<file path="src/rtl/clksts_pkg.sv">
package clksts_pkg;
    typedef enum logic [1:0] {
        OP_READ  = 2'd0,
        OP_WRITE = 2'd1,
        OP_CAS   = 2'd2
    } bus_op_e;

    typedef enum logic [2:0] {
        IDX_OWNER_HI = 3'd0,
        IDX_OWNER_LO = 3'd1,
        IDX_EVENT    = 3'd2,
        IDX_CLKSEL   = 3'd3,
        IDX_ENABLE   = 3'd4,
        IDX_STATUS   = 3'd5,
        IDX_EXTSTAT  = 3'd6,
        IDX_SPARE    = 3'd7
    } reg_idx_e;

    typedef struct packed {
        logic [7:0] rate;
        logic [7:0] source;
    } clksel_t;

    localparam logic [63:0] NO_OWNER   = 64'hFFFF_0000_0000_0000;
    localparam logic [31:0] EV_RXCFG   = 32'h0000_0001;
    localparam logic [31:0] EV_TXCFG   = 32'h0000_0002;
    localparam logic [31:0] EV_LOCK    = 32'h0000_0010;
    localparam logic [31:0] EV_ACCEPT  = 32'h0000_0020;
    localparam logic [31:0] EV_EXT     = 32'h0000_0040;
    localparam logic [31:0] EV_ALL     = EV_RXCFG | EV_TXCFG | EV_LOCK | EV_ACCEPT | EV_EXT;
    localparam logic [7:0]  SRC_INTERNAL = 8'h0C;
    localparam logic [7:0]  RATE_48K     = 8'h02;
    localparam int          SLIP_LSB     = 16;

    function automatic logic [31:0] status_word(input logic locked, input logic [7:0] rate);
        return {16'h0, rate, 7'h0, locked};
    endfunction
endpackage

</file>
<file path="src/rtl/clksts_owner.sv">
module clksts_owner
    import clksts_pkg::*;
(
    input  logic        clk,
    input  logic        rst,
    input  logic        bus_reset,
    input  logic        cas_en,
    input  logic [63:0] cmp,
    input  logic [63:0] swap,
    output logic [63:0] owner_q
);
    always_ff @(posedge clk) begin
        if (rst || bus_reset)
            owner_q <= NO_OWNER;
        else if (cas_en && (cmp == owner_q))
            owner_q <= swap;
    end

    // any change must follow a matching swap or a bus reset
    a_r2_cas_only: assert property (@(posedge clk) disable iff (rst)
        !$stable(owner_q) |-> $past(bus_reset || (cas_en && (cmp == owner_q))));

    // bus reset releases ownership
    a_r3_owner_release: assert property (@(posedge clk) disable iff (rst)
        bus_reset |=> (owner_q == NO_OWNER));
endmodule

</file>
<file path="src/rtl/clksts_events.sv">
module clksts_events
    import clksts_pkg::*;
#(
    parameter int N_SRC = 11
) (
    input  logic             clk,
    input  logic             rst,
    input  logic             rx_chg,
    input  logic             tx_chg,
    input  logic             clk_acc,
    input  logic             cur_locked,
    input  logic [N_SRC-1:0] src_locked,
    input  logic [63:0]      owner_q,
    output logic [31:0]      ev_mask_q,
    output logic             ntf_valid,
    output logic [63:0]      ntf_addr
);
    logic             lock_prev;
    logic [N_SRC-1:0] src_prev;
    logic [31:0]      ev_now;

    always_comb begin
        ev_now = '0;
        if (rx_chg)                   ev_now |= EV_RXCFG;
        if (tx_chg)                   ev_now |= EV_TXCFG;
        if (cur_locked != lock_prev)  ev_now |= EV_LOCK;
        if (clk_acc)                  ev_now |= EV_ACCEPT;
        if (src_locked != src_prev)   ev_now |= EV_EXT;
    end

    always_ff @(posedge clk) begin
        if (rst) begin
            lock_prev <= 1'b0;
            src_prev  <= '0;
            ev_mask_q <= '0;
            ntf_valid <= 1'b0;
            ntf_addr  <= NO_OWNER;
        end else begin
            lock_prev <= cur_locked;
            src_prev  <= src_locked;
            ntf_valid <= (ev_now != '0) && (owner_q != NO_OWNER);
            if (ev_now != '0) begin
                ev_mask_q <= ev_now;
                ntf_addr  <= owner_q;
            end
        end
    end

    // a request only goes out when an owner was present
    a_r5_owner_gate: assert property (@(posedge clk) disable iff (rst)
        ntf_valid |-> ($past(owner_q) != NO_OWNER));

    // the request targets the owner held at the event
    a_r4_target: assert property (@(posedge clk) disable iff (rst)
        ntf_valid |-> (ntf_addr == $past(owner_q)));
endmodule

</file>
<file path="src/rtl/clksts_slip.sv">
module clksts_slip #(
    parameter int N_SRC = 11
) (
    input  logic             clk,
    input  logic             rst,
    input  logic             clr,
    input  logic [N_SRC-1:0] slip_in,
    output logic [N_SRC-1:0] slip_q
);
    for (genvar i = 0; i < N_SRC; i++) begin : g_flag
        always_ff @(posedge clk) begin
            if (rst)
                slip_q[i] <= 1'b0;
            else
                slip_q[i] <= slip_in[i] | (slip_q[i] & ~clr);
        end

        // a slip is never lost, even against a clearing read
        a_r8_sticky: assert property (@(posedge clk) disable iff (rst)
            slip_in[i] |=> slip_q[i]);
    end
endmodule

</file>
<file path="src/rtl/clksts_regs.sv">
module clksts_regs
    import clksts_pkg::*;
#(
    parameter int N_SRC = 11
) (
    input  logic             clk,
    input  logic             rst,
    input  logic             bus_reset,
    input  logic             req_valid,
    input  logic [1:0]       req_op,
    input  logic [2:0]       req_addr,
    input  logic [31:0]      req_wdata,
    input  logic [63:0]      req_cmp,
    input  logic [63:0]      req_swap,
    output logic             rsp_valid,
    output logic [63:0]      rsp_rdata,
    input  logic             rx_cfg_chg,
    input  logic             tx_cfg_chg,
    input  logic             cur_locked,
    input  logic [7:0]       nominal_rate,
    input  logic [N_SRC-1:0] src_locked,
    input  logic [N_SRC-1:0] src_slip,
    output logic [15:0]      clk_select,
    output logic             stream_en,
    output logic             ntf_valid,
    output logic [31:0]      ntf_mask,
    output logic [63:0]      ntf_addr
);
    localparam int SLIP_MSB = SLIP_LSB + N_SRC - 1;

    bus_op_e          op;
    reg_idx_e         idx;
    logic             rd_en, wr_en, cas_en, clk_acc, slip_clr;
    logic [63:0]      owner_q;
    logic [N_SRC-1:0] slip_q;
    clksel_t          clksel_q;
    logic [31:0]      ext_word, rd_word;

    assign op       = bus_op_e'(req_op);
    assign idx      = reg_idx_e'(req_addr);
    assign rd_en    = req_valid && (op == OP_READ);
    assign wr_en    = req_valid && (op == OP_WRITE);
    assign cas_en   = req_valid && (op == OP_CAS) && (idx == IDX_OWNER_HI);
    assign clk_acc  = wr_en && (idx == IDX_CLKSEL);
    assign slip_clr = rd_en && (idx == IDX_EXTSTAT);

    clksts_owner u_owner (
        .clk(clk), .rst(rst), .bus_reset(bus_reset), .cas_en(cas_en),
        .cmp(req_cmp), .swap(req_swap), .owner_q(owner_q)
    );

    clksts_events #(.N_SRC(N_SRC)) u_events (
        .clk(clk), .rst(rst), .rx_chg(rx_cfg_chg), .tx_chg(tx_cfg_chg),
        .clk_acc(clk_acc), .cur_locked(cur_locked), .src_locked(src_locked),
        .owner_q(owner_q), .ev_mask_q(ntf_mask), .ntf_valid(ntf_valid),
        .ntf_addr(ntf_addr)
    );

    clksts_slip #(.N_SRC(N_SRC)) u_slip (
        .clk(clk), .rst(rst), .clr(slip_clr), .slip_in(src_slip), .slip_q(slip_q)
    );

    always_ff @(posedge clk) begin
        if (rst) begin
            clksel_q <= '{rate: RATE_48K, source: SRC_INTERNAL};
        end else if (clk_acc) begin
            clksel_q <= clksel_t'(req_wdata[15:0]);
        end
    end

    always_ff @(posedge clk) begin
        if (rst || bus_reset)
            stream_en <= 1'b0;
        else if (wr_en && (idx == IDX_ENABLE))
            stream_en <= (req_wdata != '0);
    end

    always_comb begin
        ext_word = '0;
        ext_word[N_SRC-1:0]         = src_locked;
        ext_word[SLIP_MSB:SLIP_LSB] = slip_q;
    end

    always_comb begin
        case (idx)
            IDX_OWNER_HI: rd_word = owner_q[63:32];
            IDX_OWNER_LO: rd_word = owner_q[31:0];
            IDX_EVENT:    rd_word = ntf_mask;
            IDX_CLKSEL:   rd_word = {16'h0, clksel_q};
            IDX_ENABLE:   rd_word = {31'h0, stream_en};
            IDX_STATUS:   rd_word = status_word(cur_locked, nominal_rate);
            IDX_EXTSTAT:  rd_word = ext_word;
            default:      rd_word = '0;
        endcase
    end

    always_ff @(posedge clk) begin
        if (rst) begin
            rsp_valid <= 1'b0;
            rsp_rdata <= '0;
        end else begin
            rsp_valid <= req_valid;
            if (cas_en)      rsp_rdata <= owner_q;
            else if (rd_en)  rsp_rdata <= {32'h0, rd_word};
            else             rsp_rdata <= '0;
        end
    end

    assign clk_select = clksel_q;

    // bus reset stops streaming
    a_r3_enable_clear: assert property (@(posedge clk) disable iff (rst)
        bus_reset |=> !stream_en);

    // a clock select write is acknowledged through the event word
    a_r6_accept: assert property (@(posedge clk) disable iff (rst)
        clk_acc |=> ((ntf_mask & EV_ACCEPT) != '0));

    // one response per request, one cycle later
    a_r11_response: assert property (@(posedge clk) disable iff (rst)
        rsp_valid |-> $past(req_valid));

    // slips alone never enter the event word
    a_r8_no_slip_event: assert property (@(posedge clk) disable iff (rst)
        ((ntf_mask & ~EV_ALL) == '0));
endmodule

</file>
<file path="config.mk">
export PLATFORM = sky130hd
export DESIGN_NAME = clksts_regs
export DESIGN_NICKNAME = d
export VERILOG_FILES = /design/src/rtl/clksts_pkg.sv /design/src/rtl/clksts_owner.sv /design/src/rtl/clksts_events.sv /design/src/rtl/clksts_slip.sv /design/src/rtl/clksts_regs.sv
export SDC_FILE = /design/constraint.sdc
export NUM_CORES = 1
export LEC_CHECK = 0
export CELL_PAD_IN_SITES_DETAIL_PLACEMENT = 0
export CELL_PAD_IN_SITES_GLOBAL_PLACEMENT = 2
export CORE_MARGIN = 1.5
export CORE_UTILIZATION = 27
export CTS_CLUSTER_SIZE = 40
export DETAILED_ROUTE_END_ITERATION = 7
export PLACE_DENSITY_LB_ADDON = 0.08
export SLEW_MARGIN = 25
export SYNTH_ARGS = -nofsm -noshare
export SYNTH_HDL_FRONTEND = slang
export SYNTH_SLANG_ARGS = --single-unit
</file>
<file path="constraint.sdc">
create_clock -name clk -period 4.1 [get_ports clk]
set_input_delay 0.41 -clock clk [delete_from_list [all_inputs] [get_ports clk]]
set_output_delay 0.41 -clock clk [all_outputs]
set_load 0.02 [all_outputs]
</file>
==> results of run 1 <==
synthesized netlist by cell type, types with 17 or more instances:
cell type and n:
xor2_1 20, nor2_1 77, nand4_1 23, nand3_1 83, and2_1 35, dfxtp_1 239
a211o_1 17, clkbuf_1 47, o21ai_0 80, a21oi_1 83, nor2b_1 34, nand2_1 52
buf_4 29, nor4_1 25, mux2i_1 53, xnor2_1 57
worst max-delay path, cell delays in order, from the launching register on:
cell and delay [ps]:
dfxtp_1 610, xnor2_1 180, nand4_1 240, nor4_1 560
and4_2 650, buf_12 280, nand3_1 120, a21oi_1 150
power groups by stage:
stage	combinational, mW	clock, mW	sequential [mW]
global route	0.452	2.82	2.36
floorplan	0.161	0	2.41
global placement	0.424	0	2.41
detailed placement	0.422	0	2.41
finish	0.423	2.67	2.36
CTS	0.425	2.74	2.36
through the flow:
step                instance area, um^2  util [%]  cells  worst slack, ps  hold WS [ps]
global route                      14800      41.3   1890              889           393
finish                            14800      41.3   1892             1190           354
CTS                               14800      41.2   1886             1130           384
detailed placement                13800      38.4   1834              756           456
floorplan                         10000         -   1093             1910           437
global placement                  13800      38.4   1834              855           447
cell usage in the layout, fill, tap and decap left out, types with 3 or more instances in the layout:
cell type	Yosys	final
clkdlybuf4s50_1	0	352
a222oi_1	11	11
inv_1	11	11
conb_1	1	27
xor2_1	20	20
nand4_1	23	23
a211oi_1	3	3
mux2i_1	53	53
diode_2	0	6
clkbuf_1	47	3
a221oi_1	3	3
a22oi_1	15	15
nor3_1	4	4
nor2_1	77	76
a21o_1	3	3
a211o_1	17	17
nand4b_1	3	3
a21oi_1	83	83
buf_4	29	28
nand3_1	83	83
o21ai_0	80	80
nand2_1	52	52
clkbuf_8	0	9
dfxtp_1	239	239
buf_12	5	4
clkbuf_16	0	29
nand3b_1	3	3
xnor2_1	57	57
nor4_1	25	24
nor2b_1	34	34
and2_1	35	35
a22o_1	9	9
bufinv_16	0	3
clkinv_2	0	6
layer usage:
layer,share of wire [%],track usage (%),wire length [um],vias up
li1,-,-,-,4378
met1,45,31.3,20100,4373
met2,46,37.2,20700,336
met3,5.7,4.06,2520,52
met4,2.7,6.60,1190,2
met5,0.025,0,11,-
layout make-up:
cell class	instances	area share, %
Sequential cell	239	32.4
Multi-Input combinational cell	739	30.8
Timing Repair Buffer	384	25.8
Clock buffer	41	5.82
Tap cell	461	3.90
Clock inverter	11	0.914
Inverter	11	0.279
Antenna cell	6	0.102
state kept, by name, indices dropped and copies added, names as in the netlist:
signal and count:
rsp_valid 1, u_slip.slip_q 11, stream_en 1, rsp_rdata 64
u_events.src_prev 11, u_events.ntf_addr 64, u_events.lock_prev 1, clk_select 16
u_events.ntf_valid 1, u_events.ev_mask_q 5, u_owner.owner_q 64
logic make-up after synthesis:
family | share of synthesized area, %
compound gates | 13.6
xor+xnor | 6.81
buf+inv | 6.83
flops | 48.3
other cells | 0.0378
mux | 5.69
simple gates | 18.8
how the worst max path moves through the flow:
stage / start / to / slack [ps] / cells past startpoint
after global routing: u_owner.owner_q[13] / u_owner.owner_q[2] / 890 / 7
after detailed placement: req_addr[0] / u_events.ntf_addr[32] / 760 / 8
after CTS: u_owner.owner_q[38] / u_owner.owner_q[0] / 1130 / 7
after floorplan: req_addr[1] / u_events.ntf_addr[0] / 1910 / 11
final: u_owner.owner_q[38] / u_owner.owner_q[0] / 1190 / 7
after global placement: req_addr[0] / u_events.ntf_addr[27] / 850 / 8
==> run_results.csv, run 1 <==
group,metric,value,unit
run_status,status,"complete, no violations",
pwr,power.internal,4.22,mW
route,dr.pass1.iters,5,
yosys,synth_ff_type,"dfxtp_1",
run,drv_cap,0,
pwr,power.switching,1.23,mW
global_routing,antenna_found_initial,7,
clock_network,holdBufCountCts,0,
clock_network,cts_resized,0,
clock_network,cts_tree,"done",
route,remaining_drc_errors,0,
clock_network,clockBufferDepth,3,
pwr,vdd_drop_max,0.292,mV
route,routed_wl,44500,um
clock_network,cts_root_buf,"clkbuf_16",
critical_path,required,4580,ps
clock_network,clk_latency,550,ps
clock_network,h-tree-depth,1,
sta,setup_viol,0,
route,drt-initial-drc-count,532,
critical_path,r2r_slack,1190,ps
global_routing,track_usage,23.0,%
floorplan,start_util,27.7,%
critical_path,arrival,3400,ps
yosys,ys_seq_area_share,48.3,%
critical_path,timing.rr.end,"u_owner.owner_q[0]",
route,ant_nets,0,
global_routing,grt_start_max_net_pins,61,
clock_network,cts.sinks,239,
route,wl_per_cell,23.5,um
final_layout,final_nets,1605,
global_routing,overflow,0,
pwr,netSwitchingFraction,22.6,%
sta,fin_tns_setup,0,ps
min_path,holdPathEnd,"u_events.ntf_addr[4]",
sta,tightest_slew,777,ps
critical_path,cp-start-kind,"register",
final_layout,multi_input_area,0.00456,mm^2
critical_path,crit_path_max_fanout,45,
sta,fin_skew,19.7,ps
critical_path,cp-end-kind,"register",
route,vias,9141,
yosys,synthArstFlopShare,0,%
min_path,hold_depth,2,
final_layout,n_fill_cell,3584,
pwr,p_comb_share,7.8,%
global_routing,grt_pass1_wl,63800,um
yosys,synth_top_area_share,48.3,%
floorplan,row_count,69,
min_path,holdCritPathClass,"in2reg",
clock_network,clkTransAtPathRegs,60,ps
pwr,p_per_area,369,mW/mm^2
yosys,yosysUniqueCellTypes,46,
final_layout,drive_gt1_share,6.60,%
global_routing,grt_pass1_vias,9043,
sta,slew_violations,0,
placement,gp_congestion,0.757,
sta,grt_setup_unrepaired,"no",
clock_network,numCtsBuffers,28,
yosys,synth-seq-cells,239,
sta,slew_headroom,48.2,%
floorplan,die_h,195,um
yosys,avgSynthCellArea,9.29,um^2
critical_path,critical_path_class,"reg2reg",
pwr,clkPwrFrac,49.0,%
final_layout,regArea,0.00478,mm^2
floorplan,core,0.0358,mm^2
sta,fin_crit,2910,ps
pwr,seq_power_share,43.2,%
placement,place_hpwl,32800,um
yosys,synth_area,0.00991,mm^2
pwr,finalPower,5.45,mW
yosys,syn_inst,1067,
yosys,synth-edff-count,0,
sta,fmax,343,MHz
floorplan,die_area,0.0379,mm^2
sta,hold_viol_final,0,
critical_path,worstReg2RegStart,"u_owner.owner_q[38]",
placement,portBuffers,353,
sta,min_period_over_period,71.1,%
critical_path,rr_worst_depth,7,
final_layout,area_growth,49.2,%
route,viasPerCell,4.83,
pwr,leakagePower,5.18,nW
yosys,yosysTopAreaCell,"dfxtp_1",
yosys,ys_top_cells_by_area,"dfxtp_1, mux2i_1, xnor2_1",
floorplan,num_io_pins,381,
floorplan,die_w,195,um
yosys,synth.yosys.warnings,0,
clock_network,postCtsSetupBuffers,0,
min_path,hp-start,"rst",
Power figures use the tool's default switching activity.
==> inputs of run 2 (changes only) <==
CORE_UTILIZATION = 25   (was 27)
clock period = 2.9 ns   (was 4.1 ns; I/O delays follow)
==> run_results.csv, run 2 (synthesis results as in run 1) <==
group,metric,value,unit
run_status,status,"complete, no violations",
global_routing,grt_pass1_vias,9375,
placement,portBuffers,353,
floorplan,die_area,0.0408,mm^2
critical_path,crit_path_max_fanout,29,
pwr,seq_power_share,41.6,%
critical_path,critPathLaunch,"u_owner.owner_q[39]",
clock_network,cts_tree,"done",
critical_path,endpoint,"u_owner.owner_q[17]",
sta,setup_viol,0,
pwr,vdd_drop_max,0.359,mV
critical_path,cp-start-kind,"register",
route,wl_per_cell,23.8,um
critical_path,cp-end-kind,"register",
critical_path,rr_worst_depth,7,
pwr,finalPower,8.00,mW
critical_path,timing.rr.end,"u_owner.owner_q[17]",
clock_network,clkTransAtPathRegs,60,ps
pwr,p_per_area,524,mW/mm^2
placement,gp_congestion,0.866,
global_routing,antenna_found_initial,10,
final_layout,final_cell_mix,"clkdlybuf4s50_1, dfxtp_1, nand3_1, a21oi_1, o21ai_0",
clock_network,clockBufferDepth,3,
route,vias,9437,
critical_path,worstReg2RegStart,"u_owner.owner_q[39]",
sta,slew_violations,0,
global_routing,track_usage,22.6,%
sta,fin_tns_setup,0,ps
floorplan,die_h,202,um
global_routing,grt_start_max_net_pins,71,
sta,hold_viol_final,0,
route,ant_nets,0,
critical_path,critical_path_class,"reg2reg",
clock_network,cts_root_buf,"clkbuf_16",
route,drt-initial-drc-count,686,
clock_network,cts.sinks,239,
pwr,p_comb_share,7.9,%
final_layout,final_common_cell,"clkdlybuf4s50_1",
placement,place_hpwl,35600,um
sta,whs,217,ps
pwr,netSwitchingFraction,22.6,%
clock_network,cts_resized,0,
placement,dp.cells,1932,
floorplan,die_w,202,um
global_routing,grt_pass1_wl,67200,um
floorplan,row_count,72,
global_routing,overflow,0,
route,routed_wl,47400,um
clock_network,clk_latency,560,ps
final_layout,largestRegisters,"rsp_rdata: 64 flops, u_events.ntf_addr: 64 flops, u_owner.owner_q: 64 flops",
placement,dp_slack,141,ps
pwr,power.internal,6.19,mW
sta,grt_setup_unrepaired,"no",
clock_network,holdBufCountCts,0,
sta,fmax,410,MHz
clock_network,postCtsSetupBuffers,0,
sta,fin_crit,2440,ps
final_layout,final_nets,1647,
final_layout,final_cells,1993,
floorplan,core,0.0389,mm^2
sta,tightest_slew,900,ps
sta,setup_ws,462,ps
route,dr.pass1.iters,6,
run,drv_cap,0,
pwr,leakagePower,5.43,nW
route,remaining_drc_errors,0,
critical_path,required,3380,ps
pwr,clkPwrFrac,50.5,%
floorplan,start_util,25.5,%
pwr,power.switching,1.81,mW
sta,min_period_over_period,84.1,%
clock_network,numCtsBuffers,29,
route,viasPerCell,4.74,
final_layout,area_growth,54.2,%
clock_network,h-tree-depth,1,
final_layout,drive_gt1_share,9.60,%
min_path,holdCritPathClass,"in2reg",
sta,slew_headroom,40.0,%
critical_path,arrival,2920,ps
critical_path,r2r_slack,460,ps
floorplan,num_io_pins,381,
sta,fin_skew,9.99,ps
[run 2: how the worst min path moves through the flow]
stage	start	end	cells after the start	slack, ps
floorplan	rx_cfg_chg	u_events.ev_mask_q[0]	2	410
detailed placement	u_events.ntf_addr[50]	u_events.ntf_addr[50]	1	450
finish	rst	rsp_rdata[0]	5	220
CTS	rst	rsp_rdata[0]	5	190
global placement	u_events.ntf_addr[50]	u_events.ntf_addr[50]	1	450
global route	rst	rsp_rdata[0]	5	200
[run 2: final cells by class]
type                    instances  area [um^2]
well taps                     518          648
clock buffers                  36          822
flip-flops and latches        239         4780
multi-input cells             739         4560
clock inverters                18          246
inverters                      11         41.3
diodes                          7         17.5
fillers                      4023        23600
repair buffers                425         4160
[run 2: worst max-delay path, cell delays in order (launching register included)]
cell and delay [ps]:
dfxtp_1 550, xnor2_1 230, nand4_1 140, nor4_1 440
and4_2 470, buf_12 230, nand3_1 110, a21oi_1 160
[run 2: routing by layer]
layer  track usage [%]  vias to the layer above  wire, um
met4              6.43                        6      1050
met3              4.45                       60      2820
li1                  -                     4464         -
met2              36.1                      347     21600
met5                 0                        -        38
met1              31.0                     4560     21900
[run 2: metrics by stage]
stage / util, % / cell area, um^2
floorplan: - / 10000
global placement: 36.5 / 14200
detailed placement: 36.5 / 14200
CTS: 39.2 / 15300
global route: 39.3 / 15300
finish: 39.3 / 15300
[run 2: power by group through the flow]
stage / registers [mW] / logic [mW] / clock network, mW
6_report: 3.33 / 0.630 / 4.04
2_1_floorplan: 3.41 / 0.228 / 0
5_1_grt: 3.33 / 0.667 / 4.29
3_5_place_dp: 3.40 / 0.629 / 0
4_1_cts: 3.33 / 0.632 / 4.15
3_3_place_gp: 3.40 / 0.632 / 0
==> inputs of run 3 (changes only) <==
clock period = 2.5 ns   (was 2.9 ns; I/O delays follow)
==> run_results.csv, run 3 (synthesis results as in run 1) <==
group,metric,value,unit
clock_network,h-tree-depth,1,
sta,whs,239,ps
sta,slew_violations,0,
sta,fmax,442,MHz
critical_path,required,2990,ps
sta,fin_crit,2260,ps
critical_path,cp-start-kind,"register",
floorplan,die_area,0.0408,mm^2
placement,place_hpwl,35800,um
global_routing,overflow,0,
critical_path,critical_path_class,"reg2reg",
sta,slew_headroom,38.9,%
clock_network,postCtsSetupBuffers,0,
route,vias,9460,
final_layout,area_growth,56.7,%
critical_path,timing.rr.end,"u_owner.owner_q[42]",
min_path,holdCritPathClass,"in2reg",
sta,grt_setup_unrepaired,"no",
route,viasPerCell,4.67,
clock_network,numCtsBuffers,29,
placement,post_dp_cell_area,0.0145,mm^2
critical_path,worstReg2RegStart,"u_owner.owner_q[14]",
final_layout,final_common_cell,"clkdlybuf4s50_1",
final_layout,final_nets,1679,
route,remaining_drc_errors,0,
critical_path,crit_path_max_fanout,35,
route,ant_nets,0,
final_layout,largestRegisters,"rsp_rdata: 64 flops, u_events.ntf_addr: 64 flops, u_owner.owner_q: 64 flops",
floorplan,num_io_pins,381,
global_routing,track_usage,22.6,%
clock_network,cts_tree,"done",
critical_path,r2r_slack,240,ps
critical_path,critPathLaunch,"u_owner.owner_q[14]",
global_routing,grt_start_max_net_pins,75,
clock_network,clkTransAtPathRegs,60,ps
pwr,leakagePower,5.58,nW
sta,setup_viol,0,
clock_network,cts.sinks,239,
floorplan,die_h,202,um
floorplan,start_util,25.5,%
clock_network,holdBufCountCts,0,
pwr,p_per_area,587,mW/mm^2
run_status,status,"complete, no violations",
final_layout,final_cell_mix,"clkdlybuf4s50_1, dfxtp_1, buf_4, nand3_1, a21oi_1",
placement,gp_congestion,0.857,
route,drt-initial-drc-count,669,
route,wl_per_cell,23.4,um
global_routing,grt_pass1_wl,67100,um
global_routing,grt_pass1_vias,9453,
final_layout,stdcell_area,0.0155,mm^2
critical_path,cp-end-kind,"register",
critical_path,rr_worst_depth,8,
pwr,vdd_drop_max,0.422,mV
global_routing,antenna_found_initial,14,
sta,min_period_over_period,90.4,%
min_path,hp-start,"req_swap[8]",
min_path,hold_depth,3,
floorplan,core,0.0389,mm^2
clock_network,clockBufferDepth,3,
final_layout,drive_gt1_share,11.2,%
run,drv_cap,0,
min_path,holdPathEnd,"u_owner.owner_q[8]",
clock_network,clk_latency,570,ps
sta,hold_viol_final,0,
clock_network,cts_resized,0,
clock_network,cts_root_buf,"clkbuf_16",
floorplan,row_count,72,
critical_path,arrival,2750,ps
sta,fin_tns_setup,0,ps
route,routed_wl,47500,um
placement,portBuffers,353,
sta,fin_skew,17.8,ps
sta,tightest_slew,916,ps
floorplan,die_w,202,um
route,dr.pass1.iters,6,
## run 3: metal layers
layer | share of wire (%) | up-vias | global-route usage [%]
met2 | 46 | 337 | 35.4
met4 | 1.8 | 4 | 7.22
met1 | 47 | 4540 | 31.4
met5 | 0.065 | - | 0
met3 | 5.9 | 58 | 4.06
li1 | - | 4521 | -
## run 3: final cells by class
class	count	area (um^2)
fill	3983	23400
clock buffer	42	885
tap	518	648
inverter	11	41.3
multi-input combinational	739	4560
antenna	12	30.0
timing repair buffer	457	4450
sequential	239	4780
clock inverter	9	133
## run 3: per-stage QoR
step | instances | setup WS [ps] | power, mW | utilization, %
after global placement | 1964 | -37.1 | 4.69 | 37.2
after CTS | 2015 | 263 | 9.22 | 39.8
after global routing | 2025 | 154 | 9.42 | 39.9
after floorplan | 1093 | 465 | 4.22 | -
final | 2027 | 240 | 9.11 | 39.9
after detailed placement | 1964 | -24.6 | 4.69 | 37.2
## run 3: report_power, final
part | internal [mW] | switching (mW)
logic | 0.412 | 0.331
registers | 3.84 | 0.0210
clock network | 2.75 | 1.76
## run 3: worst max-delay path by stage
stage | end | slack, ps | cells past startpoint
2_1_floorplan | u_events.ntf_addr[0] | 470 | 11
3_3_place_gp | u_owner.owner_q[35] | -40 | 8
3_5_place_dp | u_owner.owner_q[42] | -20 | 8
4_1_cts | u_owner.owner_q[42] | 260 | 7
5_1_grt | u_owner.owner_q[22] | 150 | 9
6_report | u_owner.owner_q[42] | 240 | 8
## run 3: worst max-delay path, cell delays in order, from the launching register on
cell     delay (ps)
dfxtp_1         350
xnor2_1         350
nand4_1         200
nor4_1          300
buf_4           170
and4_2          270
buf_12          220
nand3_1         110
a21oi_1         180
